[src/rtl/boot_pkg.sv]
package boot_pkg;
   typedef enum logic [1:0] {
      ST_SAMPLE = 2'd0,
      ST_FETCH  = 2'd1,
      ST_OFF    = 2'd2,
      ST_DONE   = 2'd3
   } boot_state_t;

   // Serial host modes: {wr,rd} = 01 or 10
   function automatic logic serial_mode(input logic wr, input logic rd);
      return wr ^ rd;
   endfunction
endpackage

[src/rtl/boot_strobe_seq.sv]
module boot_strobe_seq #(
   parameter int PH_W = 4
) (
   input  logic            clk,
   input  logic            rst_n,
   input  logic            run,
   input  logic [PH_W-1:0] ph_len,
   output logic            strobe_low,
   output logic [1:0]      pulse_idx,
   output logic            rd_rise,
   output logic            byte_end
);
   logic [PH_W-1:0] cnt;
   logic            half;
   logic [1:0]      pulse;
   logic            last;

   assign last = (cnt == ph_len - 1'b1);

   always_ff @(posedge clk or negedge rst_n) begin
      if (!rst_n) begin
         cnt   <= '0;
         half  <= 1'b0;
         pulse <= 2'd0;
      end else if (!run) begin
         cnt   <= '0;
         half  <= 1'b0;
         pulse <= 2'd0;
      end else if (last) begin
         cnt <= '0;
         if (!half) begin
            half <= 1'b1;
         end else begin
            half  <= 1'b0;
            pulse <= pulse + 2'd1;
         end
      end else begin
         cnt <= cnt + 1'b1;
      end
   end

   assign strobe_low = run && !half;
   assign pulse_idx  = pulse;
   assign rd_rise    = run && !half && last && (pulse == 2'd3);
   assign byte_end   = run && half && last && (pulse == 2'd3);


   low_min_chk: assert property (@(posedge clk) disable iff (!rst_n)
      $rose(strobe_low) |=> strobe_low);
endmodule

[src/rtl/boot_addr_ctr.sv]
module boot_addr_ctr #(
   parameter int CNT_W = 16
) (
   input  logic             clk,
   input  logic             rst_n,
   input  logic             clr,
   input  logic             inc,
   input  logic [CNT_W-1:0] len,
   output logic [CNT_W-1:0] count,
   output logic             at_end
);
   always_ff @(posedge clk or negedge rst_n) begin
      if (!rst_n)
         count <= '0;
      else if (clr)
         count <= '0;
      else if (inc)
         count <= count + 1'b1;
   end

   assign at_end = (count == len);


   count_bound_chk: assert property (@(posedge clk) disable iff (!rst_n)
      !clr |-> (count <= len));
endmodule

[src/rtl/rom_boot_loader.sv]
module rom_boot_loader #(
   parameter int ADDR_W = 15,
   parameter int PH_W   = 4,
   parameter int LEN_W  = ADDR_W + 1
) (
   input  logic              clk,
   input  logic              rst_n,
   input  logic              strap_boot_n,
   input  logic              strap_wr,
   input  logic              strap_rd,
   input  logic              strap_par,
   input  logic [LEN_W-1:0]  cfg_len,
   input  logic [PH_W-1:0]   cfg_phase,
   output logic [7:0]        bus_out,
   output logic              bus_oe,
   input  logic [7:0]        bus_in,
   output logic              mem_oe_n,
   output logic              mem_sel_n,
   output logic              mem_wr_n,
   output logic              wr_en,
   output logic [ADDR_W-1:0] wr_addr,
   output logic [7:0]        wr_data,
   output logic              boot_active,
   output logic              boot_done,
   input  logic              irq_req,
   output logic              irq_pull
);
   import boot_pkg::*;

   localparam int BUS_AW = 24;
   localparam int PAD_W  = BUS_AW - ADDR_W;
   localparam logic [LEN_W-1:0] MAX_LEN = LEN_W'(1) << ADDR_W;
   localparam logic [PH_W-1:0]  MIN_PH  = PH_W'(2);

   if (ADDR_W < 9 || ADDR_W > BUS_AW) begin : g_bad_addr
      $error("ADDR_W must lie in 9..24");
   end
   if (PH_W < 2) begin : g_bad_ph
      $error("PH_W must be at least 2");
   end
   if (LEN_W != ADDR_W + 1) begin : g_bad_len
      $error("LEN_W must be ADDR_W+1");
   end

   boot_state_t      state;
   logic [LEN_W-1:0] len_q;
   logic [PH_W-1:0]  ph_q;
   logic             run;
   logic             strobe_low;
   logic [1:0]       pulse_idx;
   logic             rd_rise;
   logic             byte_end;
   logic [LEN_W-1:0] count;
   logic             at_end;
   logic [BUS_AW-1:0] addr24;
   logic             par_unused;

   assign par_unused = strap_par;
   assign run = (state == ST_FETCH);

   always_ff @(posedge clk or negedge rst_n) begin
      if (!rst_n) begin
         state <= ST_SAMPLE;
         len_q <= MAX_LEN;
         ph_q  <= MIN_PH;
      end else begin
         case (state)
            ST_SAMPLE: begin
               len_q <= (cfg_len == '0 || cfg_len > MAX_LEN) ? MAX_LEN : cfg_len;
               ph_q  <= (cfg_phase < MIN_PH) ? MIN_PH : cfg_phase;
               if (!strap_boot_n && serial_mode(strap_wr, strap_rd))
                  state <= ST_FETCH;
               else
                  state <= ST_OFF;
            end
            ST_FETCH: if (byte_end && at_end) state <= ST_DONE;
            default: state <= state;
         endcase
      end
   end

   boot_strobe_seq #(.PH_W(PH_W)) u_seq (
      .clk        (clk),
      .rst_n      (rst_n),
      .run        (run),
      .ph_len     (ph_q),
      .strobe_low (strobe_low),
      .pulse_idx  (pulse_idx),
      .rd_rise    (rd_rise),
      .byte_end   (byte_end)
   );

   boot_addr_ctr #(.CNT_W(LEN_W)) u_addr (
      .clk    (clk),
      .rst_n  (rst_n),
      .clr    (state == ST_SAMPLE),
      .inc    (rd_rise),
      .len    (len_q),
      .count  (count),
      .at_end (at_end)
   );

   if (PAD_W > 0) begin : g_pad
      assign addr24 = {{PAD_W{1'b0}}, count[ADDR_W-1:0]};
   end else begin : g_full
      assign addr24 = count[ADDR_W-1:0];
   end

   always_comb begin
      case (pulse_idx)
         2'd0:    bus_out = addr24[23:16];
         2'd1:    bus_out = addr24[15:8];
         2'd2:    bus_out = addr24[7:0];
         default: bus_out = 8'h00;
      endcase
   end

   assign bus_oe    = run && (pulse_idx != 2'd3);
   assign mem_oe_n  = !strobe_low;
   assign mem_sel_n = !(run && (pulse_idx == 2'd3));
   assign mem_wr_n  = 1'b1;

   always_ff @(posedge clk or negedge rst_n) begin
      if (!rst_n) begin
         wr_en   <= 1'b0;
         wr_addr <= '0;
         wr_data <= 8'h00;
      end else begin
         wr_en <= rd_rise;
         if (rd_rise) begin
            wr_addr <= count[ADDR_W-1:0];
            wr_data <= bus_in;
         end
      end
   end

   assign boot_active = run;
   assign boot_done   = (state == ST_DONE);
   assign irq_pull    = boot_done && irq_req;


   capture_edge_chk: assert property (@(posedge clk) disable iff (!rst_n)
      wr_en |-> (mem_oe_n && $past(!mem_oe_n) && $past(!mem_sel_n)));

   wr_single_chk: assert property (@(posedge clk) disable iff (!rst_n)
      wr_en |=> !wr_en);

   irq_done_chk: assert property (@(posedge clk) disable iff (!rst_n)
      irq_pull |-> boot_done);

   done_hold_chk: assert property (@(posedge clk) disable iff (!rst_n)
      boot_done |=> (boot_done && mem_sel_n && !bus_oe));

   bus_turn_chk: assert property (@(posedge clk) disable iff (!rst_n)
      $fell(mem_sel_n) |-> (!bus_oe && !mem_oe_n));
endmodule

[config.mk]
export PLATFORM = sky130hd
export DESIGN_NAME = rom_boot_loader
export DESIGN_NICKNAME = d
export VERILOG_FILES = /design/src/rtl/boot_pkg.sv /design/src/rtl/boot_strobe_seq.sv /design/src/rtl/boot_addr_ctr.sv /design/src/rtl/rom_boot_loader.sv
export SDC_FILE = /design/constraint.sdc
export NUM_CORES = 1
export LEC_CHECK = 0
export BUFFER_PORTS_ARGS = -buffer_cell sky130_fd_sc_hd__buf_2
export CORE_ASPECT_RATIO = 1.1
export CORE_MARGIN = 3
export CORE_UTILIZATION = 59
export DETAILED_ROUTE_END_ITERATION = 8
export PLACE_DENSITY = 0.9
export SYNTH_ARGS = -nofsm -noshare
export SYNTH_HDL_FRONTEND = slang
export SYNTH_HIERARCHICAL = 1
export SYNTH_SLANG_ARGS = --single-unit
[constraint.sdc]
create_clock -name clk -period 5.19 [get_ports clk]
set_input_delay 0.519 -clock clk [delete_from_list [all_inputs] [get_ports clk]]
set_output_delay 0.519 -clock clk [all_outputs]
set_load 0.03 [all_outputs]
After elaboration in Yosys (flattened, before gate mapping)
Cells that the tools add are included.
{"block": "word_totals", "register_bits": 69, "inputBits": 35, "output_inout_bits": 39, "elab_cells": 66}
{"block": "op_classes", "n_addsub": 4, "magnitude_cmp": 2, "eq_ne": 11, "n_mux": 16, "bitwise": 1, "n_reduce_logical": 22}
{"operator": "$mux W16", "count": 3}
{"operator": "$add A16 B1 Y16 const B", "count": 1}
{"operator": "$eq A16 B16 Y1", "count": 1}
{"operator": "$gt A16 B16 Y1 const B", "count": 1}
{"operator": "$logic_not A16 Y1", "count": 1}
{"operator": "$pmux W8 S2", "count": 1}
{"operator": "$mux W4", "count": 3}
{"operator": "$logic_and A1 B1 Y1", "count": 11}
{"operator": "$mux W2", "count": 5}
{"operator": "$eq A2 B2 Y1 const B", "count": 3}
{"operator": "$ne A2 B1 Y1 const B", "count": 3}
{"operator": "$add A4 B1 Y4 const B", "count": 1}
{"operator": "$eq A2 B1 Y1 const B", "count": 2}
{"operator": "$eq A4 B4 Y1", "count": 1}
{"operator": "$logic_not A1 Y1", "count": 4}
{"operator": "$lt A4 B2 Y1 const B", "count": 1}
{"operator": "$pmux W2 S2", "count": 1}
{"operator": "$reduce_and A2 Y1", "count": 2}
{"operator": "$reduce_bool A2 Y1", "count": 2}
{"operator": "$sub A4 B1 Y4 const B", "count": 1}
{"operator": "$mux W1", "count": 3}
{"operator": "$add A2 B1 Y2 const B", "count": 1}
{"operator": "$logic_not A2 Y1", "count": 1}
{"operator": "$ne A2 B2 Y1 const B", "count": 1}
{"operator": "other kinds (2)", "count": 2}

Logic depth before layout (Yosys ltp)
Gate-level depths: netlist of the first run.
{"block": "depth", "ltp_word": 7, "ltp_mapped": 11, "ltp_nobuf": 10}

By module
The synthesis of the first run kept the hierarchy.
{"mod": "rom_boot_loader", "n_inst": 1, "cells_per_inst": 176, "area_per_inst_um2": 2010.7, "seq_area_each_um2": 1153.6}
{"mod": "boot_addr_ctr", "n_inst": 1, "cells_per_inst": 104, "area_per_inst_um2": 1024.7, "seq_area_each_um2": 400.4}
{"mod": "boot_strobe_seq", "n_inst": 1, "cells_per_inst": 42, "area_per_inst_um2": 447.9, "seq_area_each_um2": 175.2}

Worst setup path before layout of the first run
No wires, ideal clock.
{"block": "synth_path", "path_kind": "register to register", "startpoint": "register ph_q[1]", "endpoint": "register u_addr.count[14]", "setup_ns": 0.125, "arrival_ns": 2.957, "required_ns": 5.065, "path_slack_ns": 2.108, "stages_incl_launch_ff": 12, "n_path_buf": 1, "synth_period_minus_slack_ns": 3.082, "path_cell_list": "dfstp_2 -> inv_1 -> ha_1 -> xor3_2 -> nor3_4 -> nand2_1 -> nor3_1 -> buf_2 -> o211ai_1 -> nor4_4 -> nand3_2 -> mux2_4"}
{"block": "synth_via", "elab_chain_len": 5}
{"item": "start, declared", "line_no": "rom_boot_loader.sv:47", "text": "logic [PH_W-1:0] ph_q;"}
{"item": "start signal, assigned", "line_no": "rom_boot_loader.sv:70", "text": "ph_q <= (cfg_phase < MIN_PH) ? MIN_PH : cfg_phase;"}
{"item": "$sub A4 B1 Y4", "line_no": "boot_strobe_seq.sv:18", "text": "assign last = (cnt == ph_len - 1'b1);"}
{"item": "$eq A4 B4 Y1", "line_no": "boot_strobe_seq.sv:18"}
{"item": "$logic_and A1 B1 Y1 (2 in a row)", "line_no": "boot_strobe_seq.sv:44", "text": "assign rd_rise = run && !half && last && (pulse == 2'd3);"}
{"item": "via rd_rise", "line_no": "rom_boot_loader.sv:51", "text": "logic rd_rise;"}
{"item": "$reduce_bool A2 Y1 (no source line)"}
{"item": "end signal, assigned", "line_no": "boot_addr_ctr.sv:18", "text": "count <= count + 1'b1;"}
{"item": "end, declared", "line_no": "boot_addr_ctr.sv:9", "text": "output logic [CNT_W-1:0] count,"}
The timed path passes the listed nets, and every way through them passes these cells.
A chain may end at the register's enable or synchronous reset.

Worst setup path in the final report of the first run
Ends and elaborated chain as after synthesis.

==> results of run 1 <==
## critical path, stage by stage (launching register included)
cell and delay [ps]:
dfstp_2 560, inv_1 50, ha_1 190, xor3_2 400, nor3_4 190, nand2_1 180, nor3_2 190, buf_4 390
o211ai_1 220, nor4_4 260, nand3_2 120, mux2_4 310
## synthesized netlist by cell type (4+ instances only)
cell | count | area share, %
dfrtp_1 | 67 | 48
nand2_1 | 50 | 5.4
xnor2_1 | 29 | 7.3
nor2_1 | 24 | 2.6
mux2_1 | 20 | 6.5
nand3b_1 | 15 | 3.2
inv_1 | 8 | 0.86
nand4_1 | 8 | 1.4
a22oi_1 | 7 | 1.5
ha_1 | 7 | 2.5
nor3_1 | 7 | 1.0
nor4_1 | 7 | 1.3
buf_2 | 6 | 0.86
xor2_1 | 6 | 1.5
clkbuf_1 | 5 | 0.54
buf_4 | 4 | 0.86
o21ai_0 | 4 | 0.57
## through the flow
stage          power, mW  hold WS [ps]  cells  utilization (%)
5_1_grt             1.15           381    469             74.0
2_1_floorplan      0.555           223    322                -
3_3_place_gp       0.580           461    453             69.5
3_5_place_dp       0.581           470    453             69.5
4_1_cts             1.11           363    469             74.0
6_report            1.10           344    469             74.0
## cell families (layout without fill, tap and decap cells)
logic type      after synthesis  after routing
flops                        69             69
compound gates               23             23
xor+xnor                     36             36
fa+ha+maj                     7              7
mux                          27             27
other cells                   1              1
simple gates                133            133
buf+inv                      26             98
## routing by layer
| layer | wire length, µm | vias to the layer above | part of all wire (%) | GRT usage, % |
|---|---|---|---|---|
| met5 | 0 | - | 0 | 0 |
| met4 | 87 | 0 | 1.2 | 7.97 |
| met3 | 425 | 9 | 6.1 | 6.13 |
| met2 | 3300 | 79 | 47 | 36.8 |
| met1 | 3150 | 1241 | 45 | 28.6 |
| li1 | - | 1237 | - | - |
## where the power goes
group	leakage, nW	total, mW	internal [mW]	switching, mW
Combinational	1.05	0.0320	0.0126	0.0194
Sequential	0.853	0.537	0.537	0
Clock	0.119	0.533	0.331	0.202
Total	2.02	1.10	0.881	0.221
## how the worst max path moves through the flow
stage | startpoint | end | cells past startpoint
2_1_floorplan | ph_q[1]$_DFFE_PN1P_ | u_addr/count[14]$_DFFE_PN0P_ | 11
3_3_place_gp | ph_q[1]$_DFFE_PN1P_ | u_addr/count[14]$_DFFE_PN0P_ | 11
3_5_place_dp | ph_q[1]$_DFFE_PN1P_ | u_addr/count[14]$_DFFE_PN0P_ | 11
4_1_cts | ph_q[1]$_DFFE_PN1P_ | u_addr/count[14]$_DFFE_PN0P_ | 11
5_1_grt | ph_q[1]$_DFFE_PN1P_ | u_addr/count[13]$_DFFE_PN0P_ | 11
6_report | ph_q[1]$_DFFE_PN1P_ | u_addr/count[14]$_DFFE_PN0P_ | 11
## cells in the final DEF, fill, tap and decap left out, types with 4 or more instances in the layout
| master | instances |
|---|---|
| xnor2_1 | 29 |
| nand4_1 | 8 |
| o21ai_0 | 4 |
| inv_1 | 8 |
| nand2_1 | 50 |
| a22oi_1 | 7 |
| mux2_1 | 20 |
| clkbuf_8 | 10 |
| nor2_1 | 24 |
| ha_1 | 7 |
| dfrtp_1 | 67 |
| buf_2 | 71 |
| nand3b_1 | 15 |
| xor2_1 | 6 |
| nor3_1 | 6 |
| nor4_1 | 7 |
## registers in the layout (all words and copies together), names as in the netlist
| name | cells |
|---|---|
| wr_en | 1 |
| u_seq/pulse_idx | 2 |
| wr_addr | 15 |
| u_addr/count | 16 |
| u_seq/cnt | 4 |
| len_q | 16 |
| state | 2 |
| u_seq/half | 1 |
| wr_data | 8 |
| ph_q | 4 |
## area by class of cell
type,instances,area (µm²)
Clock buffer,10,138
Clock inverter,6,110
Fill cell,392,1440
Inverter,9,36.3
Multi-Input combinational cell,227,1620
Sequential cell,69,1730
Tap cell,75,93.8
Timing Repair Buffer,73,370
==> results.py, run 1 <==
metrics = {
    "grt": {
        "grt_usage_pct": 22.4,
        "grt_max_degree": 70,
        "overflow": 0,
        "grt_pass1_wl_um": 11800,
        "antenna_found_initial": 0,
        "grt_pass1_vias": 2560,
    },
    "yosys": {
        "ys_types": 49,
        "synthAdderAreaFrac_pct": 2.51,
        "synthXorXnorAreaFrac_pct": 9.52,
        "synth_ff_type": "dfrtp_1",
        "synth-seq-cells": 69,
        "synth-seq-area-share_pct": 49.6,
        "synthArstFlopShare_pct": 100,
        "syn_avg_cell_area_um2": 10.8,
        "synth-compound-area-share_pct": 5.03,
        "yosys-mux-area-fraction_pct": 8.73,
        "synthCells": 322,
        "synth_top_family_by_area": "simple AND/OR/NAND/NOR gates",
        "yosys_warnings": 6,
        "synth_edf_count": 0,
        "syn_area_um2": 3480,
        "syn-num-nets": 364,
        "yosys.area_share.simple_pct": 20.4,
    },
    "place": {
        "dpl.hpwl_um": 4920,
        "finalWeightedCongestion": 0.822,
        "pre_cts_ws_ps": 2060,
        "placed_cell_area_um2": 3850,
        "io_buffers": 71,
    },
    "die": {
        "start_util_pct": 62.9,
        "rows": 28,
        "die_h_um": 86.6,
        "dieArea_um2": 6860,
        "die_x_um": 79.3,
        "core_area_um2": 5540,
        "io_pins": 74,
    },
    "clock_tree": {
        "cts.clk_slew.worst_paths_ps": 70,
        "cts_resized": 0,
        "cts.hold.buffers_added": 0,
        "cts_buffers": 9,
        "postCtsSetupBuffers": 0,
        "cts_max_path_buffers": 2,
        "clockRootBuffer": "clkbuf_8",
        "clock_latency_ps": 350,
        "cts.sinks": 69,
        "cts_tree": "built",
        "htree_levels": 3,
    },
    "drt": {
        "drt-wirelength-per-cell_um": 14.8,
        "vias": 2566,
        "totalWireLength_um": 6960,
        "drt_iter0_drc": 147,
        "drc": 0,
        "first_pass_iters": 4,
        "ant_nets": 0,
        "vias_per_cell": 5.47,
    },
    "setup_path": {
        "worstSetupStartpointType": "flop",
        "required_ps": 5430,
        "worstPathArrival_ps": 3400,
        "cp-end-kind": "flop",
        "critPathMaxFanout": 31,
        "rrSetupSlack_ps": 2030,
        "worst_r2r_path_depth": 11,
        "critPathKind": "flop to flop",
        "timing.rr.end": "u_addr/count[14]$_DFFE_PN0P_",
        "timing.rr.start": "ph_q[1]$_DFFE_PN1P_",
    },
    "timing": {
        "tightest_slew_ps": 839,
        "tns_ps": 0,
        "period_needed_ps": 3160,
        "finalHoldViolations": 0,
        "finalClockSkew_ps": 6.18,
        "rsz0062_at_grt": "no",
        "finalWorstSetupSlack_ps": 2030,
        "maxSlewHeadroom_pct": 44.1,
        "period_share_pct": 60.9,
        "fmax_mhz": 316,
        "setup_viol": 0,
        "drv_slew": 0,
    },
    "run_status": {
        "status": "complete, no violations",
    },
    "cells_and_area": {
        "nets": 431,
        "drive_above_1_share_pct": 27.9,
        "syn_to_final_growth_pct": 17.6,
        "final_cell_area_um2": 4100,
        "diodes": 0,
    },
    "job": {
        "maxCapViolCount": 0,
    },
    "pwr": {
        "irDropWorstVdd_mv": 0.183,
        "power_leakage_nw": 2.02,
        "powerDensity_nw_per_um2": 269,
    },
    "hold_path": {
        "holdCritPathClass": "input pin to asynchronous set/reset pin",
    },
}
Power figures use the tool's default switching activity.
==> run 2: changes to the inputs <==
Settings changed: ABC_AREA set to 1, CORE_UTILIZATION 59 to 55, PLACE_DENSITY 0.9 to 0.85.
Clock period 5.19 ns to 3.15 ns, I/O delays scaled along.
==> results.py, run 2 <==
metrics = {
    "drt": {
        "vias": 3160,
        "drt-wirelength-per-cell_um": 12.5,
        "first_pass_iters": 4,
        "ant_nets": 0,
        "vias_per_cell": 5.13,
        "drt_iter0_drc": 151,
        "drc": 0,
        "totalWireLength_um": 7690,
    },
    "cells_and_area": {
        "final_common_cell": "nand2_1",
        "seq_area_um2": 1730,
        "drive_above_1_share_pct": 28.1,
        "final_cell_mix": "nand2_1, buf_2, dfrtp_1, nor2_1, inv_1",
        "reg_top3": "len_q x16, u_addr/count x16, wr_addr x15",
        "nFillCells": 543,
        "diodes": 0,
        "final_util_pct": 66.8,
        "syn_to_final_growth_pct": 16.4,
        "nets": 571,
        "multi_input_area_um2": 1780,
    },
    "timing": {
        "maxSlewHeadroom_pct": 43.5,
        "rsz0062_at_grt": "no",
        "tightest_slew_ps": 848,
        "finalClockSkew_ps": 10.5,
        "fmax_mhz": 401,
        "finalHoldViolations": 0,
        "period_needed_ps": 2490,
        "tns_ps": 0,
        "setup_viol": 0,
        "period_share_pct": 79.1,
        "drv_slew": 0,
    },
    "grt": {
        "gr-usage-met1_pct": 25.6,
        "grt_usage_pct": 20.7,
        "antenna_found_initial": 0,
        "grt_pass1_wl_um": 13300,
        "overflow": 0,
        "gr-max-usage-layer": "met2",
        "grt_pass1_vias": 3064,
        "grt_max_degree": 70,
        "grtUsageMet3_pct": 3.00,
        "met2_usage_pct": 34.9,
    },
    "place": {
        "dpl.hpwl_um": 5560,
        "finalWeightedCongestion": 0.797,
        "io_buffers": 71,
    },
    "die": {
        "start_util_pct": 57.4,
        "core_area_um2": 6630,
        "die_x_um": 85.3,
        "rows": 31,
        "io_pins": 74,
        "dieArea_um2": 7950,
        "die_h_um": 93.2,
    },
    "clock_tree": {
        "cts.sinks": 69,
        "clock_latency_ps": 340,
        "cts.hold.buffers_added": 0,
        "cts_tree": "built",
        "cts_buffers": 9,
        "cts_resized": 0,
        "htree_levels": 3,
        "cts_max_path_buffers": 2,
        "clockRootBuffer": "clkbuf_8",
        "postCtsSetupBuffers": 0,
        "cts.clk_slew.worst_paths_ps": 80,
    },
    "pwr": {
        "power_leakage_nw": 2.31,
        "powerDensity_nw_per_um2": 412,
        "irDropWorstVdd_mv": 0.333,
    },
    "job": {
        "maxCapViolCount": 0,
    },
    "yosys": {
        "synthArstFlopShare_pct": 100,
        "syn_avg_cell_area_um2": 8.34,
        "synth_ff_type": "dfrtp_1",
        "synthCells": 456,
        "yosysMostFrequentCell": "nand2_1",
        "ys_types": 36,
        "synth_top_area_share_pct": 44.1,
        "yosys_warnings": 6,
        "synth_area_leaders": "dfrtp_1, nand2_1, mux2_2",
        "synth-seq-cells": 69,
        "synth-seq-area-share_pct": 45.4,
        "syn_area_um2": 3800,
        "synth_top_cell_by_area": "dfrtp_1",
        "synth_common_cells": "nand2_1, dfrtp_1, nor2_1",
        "synth_edf_count": 0,
        "syn-num-nets": 498,
    },
    "run_status": {
        "status": "complete, no violations",
    },
    "setup_path": {
        "worst_r2r_path_depth": 11,
        "worstSetupStartpointType": "flop",
        "rrSetupSlack_ps": 660,
        "critPathKind": "flop to flop",
        "timing.rr.end": "wr_addr[13]$_DFFE_PN0P_",
        "cp-end-kind": "flop",
        "critical_path.startpoint": "ph_q[1]$_DFFE_PN1P_",
        "timing.rr.start": "ph_q[1]$_DFFE_PN1P_",
        "required_ps": 3380,
        "worstPathArrival_ps": 2720,
        "critPathMaxFanout": 26,
    },
    "hold_path": {
        "holdCritPathClass": "input pin to asynchronous set/reset pin",
    },
}
## run 2: cell families (layout without fill, tap and decap cells)
family | after synthesis | in the layout | synth area share (%)
AND/OR/NAND/NOR | 246 | 246 | 29.5
flip-flops | 69 | 69 | 45.4
buffers and inverters | 65 | 143 | 7.86
AO/OA/AOI/OAI | 27 | 27 | 3.88
multiplexers | 23 | 23 | 6.81
XOR/XNOR | 18 | 18 | 4.14
adder cells (fa/ha/maj) | 7 | 7 | 2.30
other | 1 | 1 | 0.0986
## run 2: per-layer routing
metal,part of all wire [%],routed length [µm],up-vias
met5,0,0,-
met3,5.3,404,17
met4,2.3,179,0
met2,49,3770,89
li1,-,-,1574
met1,43,3340,1480
## run 2: area by class of cell
cell class	count	area share, %
Inverter	54	4.58
Clock inverter	6	2.49
Multi-Input combinational cell	322	40.1
Timing Repair Buffer	73	8.36
Tap cell	82	2.32
Sequential cell	69	39.0
Clock buffer	10	3.11
## run 2: worst max-delay path, cell delays in order, from the launching register on
cell     delay [ps]
dfstp_2         540
inv_1            50
ha_1            290
xor2_1          170
nand2_1         100
nor2_4          130
nand2_4          70
inv_2            80
nand2_2          70
nor2_2          160
buf_4           340
mux2_2          380
## run 2: how the worst max path moves through the flow
stage / end / slack (ps) / cells past startpoint
finish: wr_addr[13]$_DFFE_PN0P_ / 660 / 11
global route: wr_addr[3]$_DFFE_PN0P_ / 500 / 11
CTS: wr_addr[3]$_DFFE_PN0P_ / 620 / 11
detailed placement: wr_data[0]$_DFFE_PN0P_ / 630 / 11
global placement: wr_addr[11]$_DFFE_PN0P_ / 750 / 11
floorplan: wr_data[0]$_DFFE_PN0P_ / 630 / 8
## run 2: metrics by stage
step | area (µm²) | total power [mW] | hold WS (ps) | worst slack, ps | std cells
after floorplan | 3800 | 0.923 | 19.4 | 631 | 456
after global routing | 4430 | 1.88 | 198 | 501 | 616
after CTS | 4430 | 1.84 | 183 | 624 | 616
after detailed placement | 4180 | 0.964 | 491 | 633 | 600
after global placement | 4180 | 0.961 | 480 | 752 | 600
final | 4430 | 1.82 | 164 | 659 | 616
## run 2: power by group
group | internal (mW) | switching, mW | leakage [nW] | total [mW]
Sequential | 0.885 | 0 | 0.853 | 0.885
Clock | 0.546 | 0.333 | 0.119 | 0.879
Combinational | 0.0212 | 0.0384 | 1.34 | 0.0595
Total | 1.45 | 0.371 | 2.31 | 1.82
==> run 3: changes to the inputs <==
Settings changed: CORE_UTILIZATION 55 to 50, PLACE_DENSITY 0.85 to 0.81.
Clock period 3.15 ns to 2.26 ns, I/O delays scaled along.
==> results.py, run 3 (same netlist as run 2, synthesis figures left out) <==
metrics = {
    "run_status": {
        "status": "complete, but fails checks",
        "violations": "negative setup slack",
    },
    "clock_tree": {
        "cts_buffers": 9,
        "htree_levels": 3,
        "clock_latency_ps": 330,
        "cts_max_path_buffers": 2,
        "cts.clk_slew.worst_paths_ps": 70,
        "cts_tree": "built",
        "clockRootBuffer": "clkbuf_8",
        "cts.sinks": 69,
    },
    "grt": {
        "grt_pass1_wl_um": 13900,
        "grt_usage_pct": 19.8,
        "antenna_found_initial": 0,
        "grt_max_degree": 70,
        "grt_pass1_vias": 3208,
        "overflow": 0,
    },
    "setup_path": {
        "critPathMaxFanout": 5,
        "required_ps": 2480,
        "worstPathArrival_ps": 2510,
        "path_cells": "inv_2 -> ha_4 -> xor2_1 -> nand2_1 -> nor2_4 -> nand2_4 -> inv_4 -> nand2_4 -> nor2_4 -> nor2_4 -> nor2_4 -> nand2_2 -> nor2_4 -> nand2_1 -> nand2_1 -> nor2_1",
        "cpMaxStageDelayCell": "dfstp_2",
        "worstSetupStartpointType": "flop",
        "critPathKind": "flop to flop",
        "rrSetupSlack_ps": -30,
        "cp_common_cell": "nor2_4",
        "cp-end-kind": "flop",
        "max_stage_delay_ps": 540,
    },
    "place": {
        "placed_cell_area_um2": 4240,
        "io_buffers": 71,
        "finalWeightedCongestion": 0.897,
        "pre_cts_ws_ps": -46.3,
        "dpl.hpwl_um": 5650,
    },
    "pwr": {
        "irDropWorstVdd_mv": 0.309,
        "power_leakage_nw": 2.38,
        "powerDensity_nw_per_um2": 524,
        "power_mw": 2.39,
    },
    "drt": {
        "drt-wirelength-per-cell_um": 12.9,
        "first_pass_iters": 4,
        "drt_iter0_drc": 212,
        "vias_per_cell": 5.15,
        "vias": 3226,
        "ant_nets": 0,
        "drc": 0,
        "totalWireLength_um": 8080,
    },
    "timing": {
        "drv_slew": 0,
        "rsz0062_at_grt": "yes",
        "finalHoldViolations": 0,
        "finalClockSkew_ps": 8.33,
        "hold-worst-slack_ps": 103,
        "fmax_mhz": 437,
        "period_share_pct": 101,
        "period_needed_ps": 2290,
        "setup_viol": 7,
        "finalWorstSetupSlack_ps": -26.5,
    },
    "cells_and_area": {
        "final_common_cell": "nand2_1",
        "final_cell_area_um2": 4570,
        "syn_to_final_growth_pct": 20.0,
        "nets": 579,
        "final_util_pct": 63.4,
        "final_cell_mix": "nand2_1, buf_2, dfrtp_1, nor2_1, inv_1",
        "diodes": 0,
        "drive_above_1_share_pct": 30.3,
        "reg_top3": "len_q x16, u_addr/count x16, wr_addr x15",
    },
    "die": {
        "io_pins": 74,
        "die_h_um": 97.5,
        "die_x_um": 89.2,
        "core_area_um2": 7210,
        "dieArea_um2": 8690,
        "start_util_pct": 52.8,
        "rows": 32,
    },
    "job": {
        "maxCapViolCount": 0,
    },
    "hold_path": {
        "holdCritPathClass": "input pin to flop",
    },
}
[run 3: cell type report]
| type | count | area [µm²] |
|---|---|---|
| Inverter | 54 | 208 |
| Tap cell | 85 | 106 |
| Timing Repair Buffer | 81 | 462 |
| Fill cell | 603 | 2640 |
| Clock inverter | 5 | 75.1 |
| Clock buffer | 10 | 138 |
| Sequential cell | 69 | 1730 |
| Multi-Input combinational cell | 322 | 1850 |
[run 3: path summary, 6_finish.rpt]
kind | startpoint | to | cells after the start
min in group asynchronous | rst_n | wr_data[7]$_DFFE_PN0P_ | 3
hold / removal | cfg_phase[2] | ph_q[2]$_DFFE_PN0P_ | 3
hold reg to reg | wr_addr[5]$_DFFE_PN0P_ | wr_addr[5]$_DFFE_PN0P_ | 1
setup / recovery | ph_q[1]$_DFFE_PN1P_ | u_addr/count[13]$_DFFE_PN0P_ | 16
setup reg to reg | ph_q[1]$_DFFE_PN1P_ | u_addr/count[13]$_DFFE_PN0P_ | 16
max in group asynchronous | rst_n | len_q[15]$_DFFE_PN1P_ | 3
[run 3: per-layer routing]
metal  wire length (µm)  global-route usage [%]  vias to the layer above
met5                  0                       0                        -
met4                158                    8.71                        0
met3                366                    3.22                       20
met2               4090                    33.8                      102
met1               3470                    23.9                     1510
li1                   -                       -                     1594
[run 3: power by group]
| part | switching (mW) | leakage (nW) | total, mW | internal [mW] |
|---|---|---|---|---|
| Combinational | 0.0549 | 1.41 | 0.0881 | 0.0332 |
| Clock | 0.430 | 0.112 | 1.07 | 0.639 |
| Sequential | 0 | 0.853 | 1.23 | 1.23 |
[run 3: what timing repair did]
item,4_1_cts,5_1_grt
pin swaps,7,16
gates cloned,0,0
hold buffers,1,0
endpoints found under the setup margin,34,37
resized for setup,8,9
hold endpoints to repair,67,0
setup buffers,2,2
[run 3: critical path, delay by kind of cell (launching register included)]
kind	cells	cell delay (ps)
XOR/XNOR	1	140
adder cells (fa/ha/maj)	1	250
buffers and inverters	2	110
flip-flops	1	540
AND/OR/NAND/NOR	12	1110
[run 3: through the flow]
stage,TNS (ps),std cells
2_1_floorplan,-357,456
5_1_grt,-2750,626
6_report,-60.5,626
3_5_place_dp,-695,606
3_3_place_gp,0,606
4_1_cts,-3.16,624
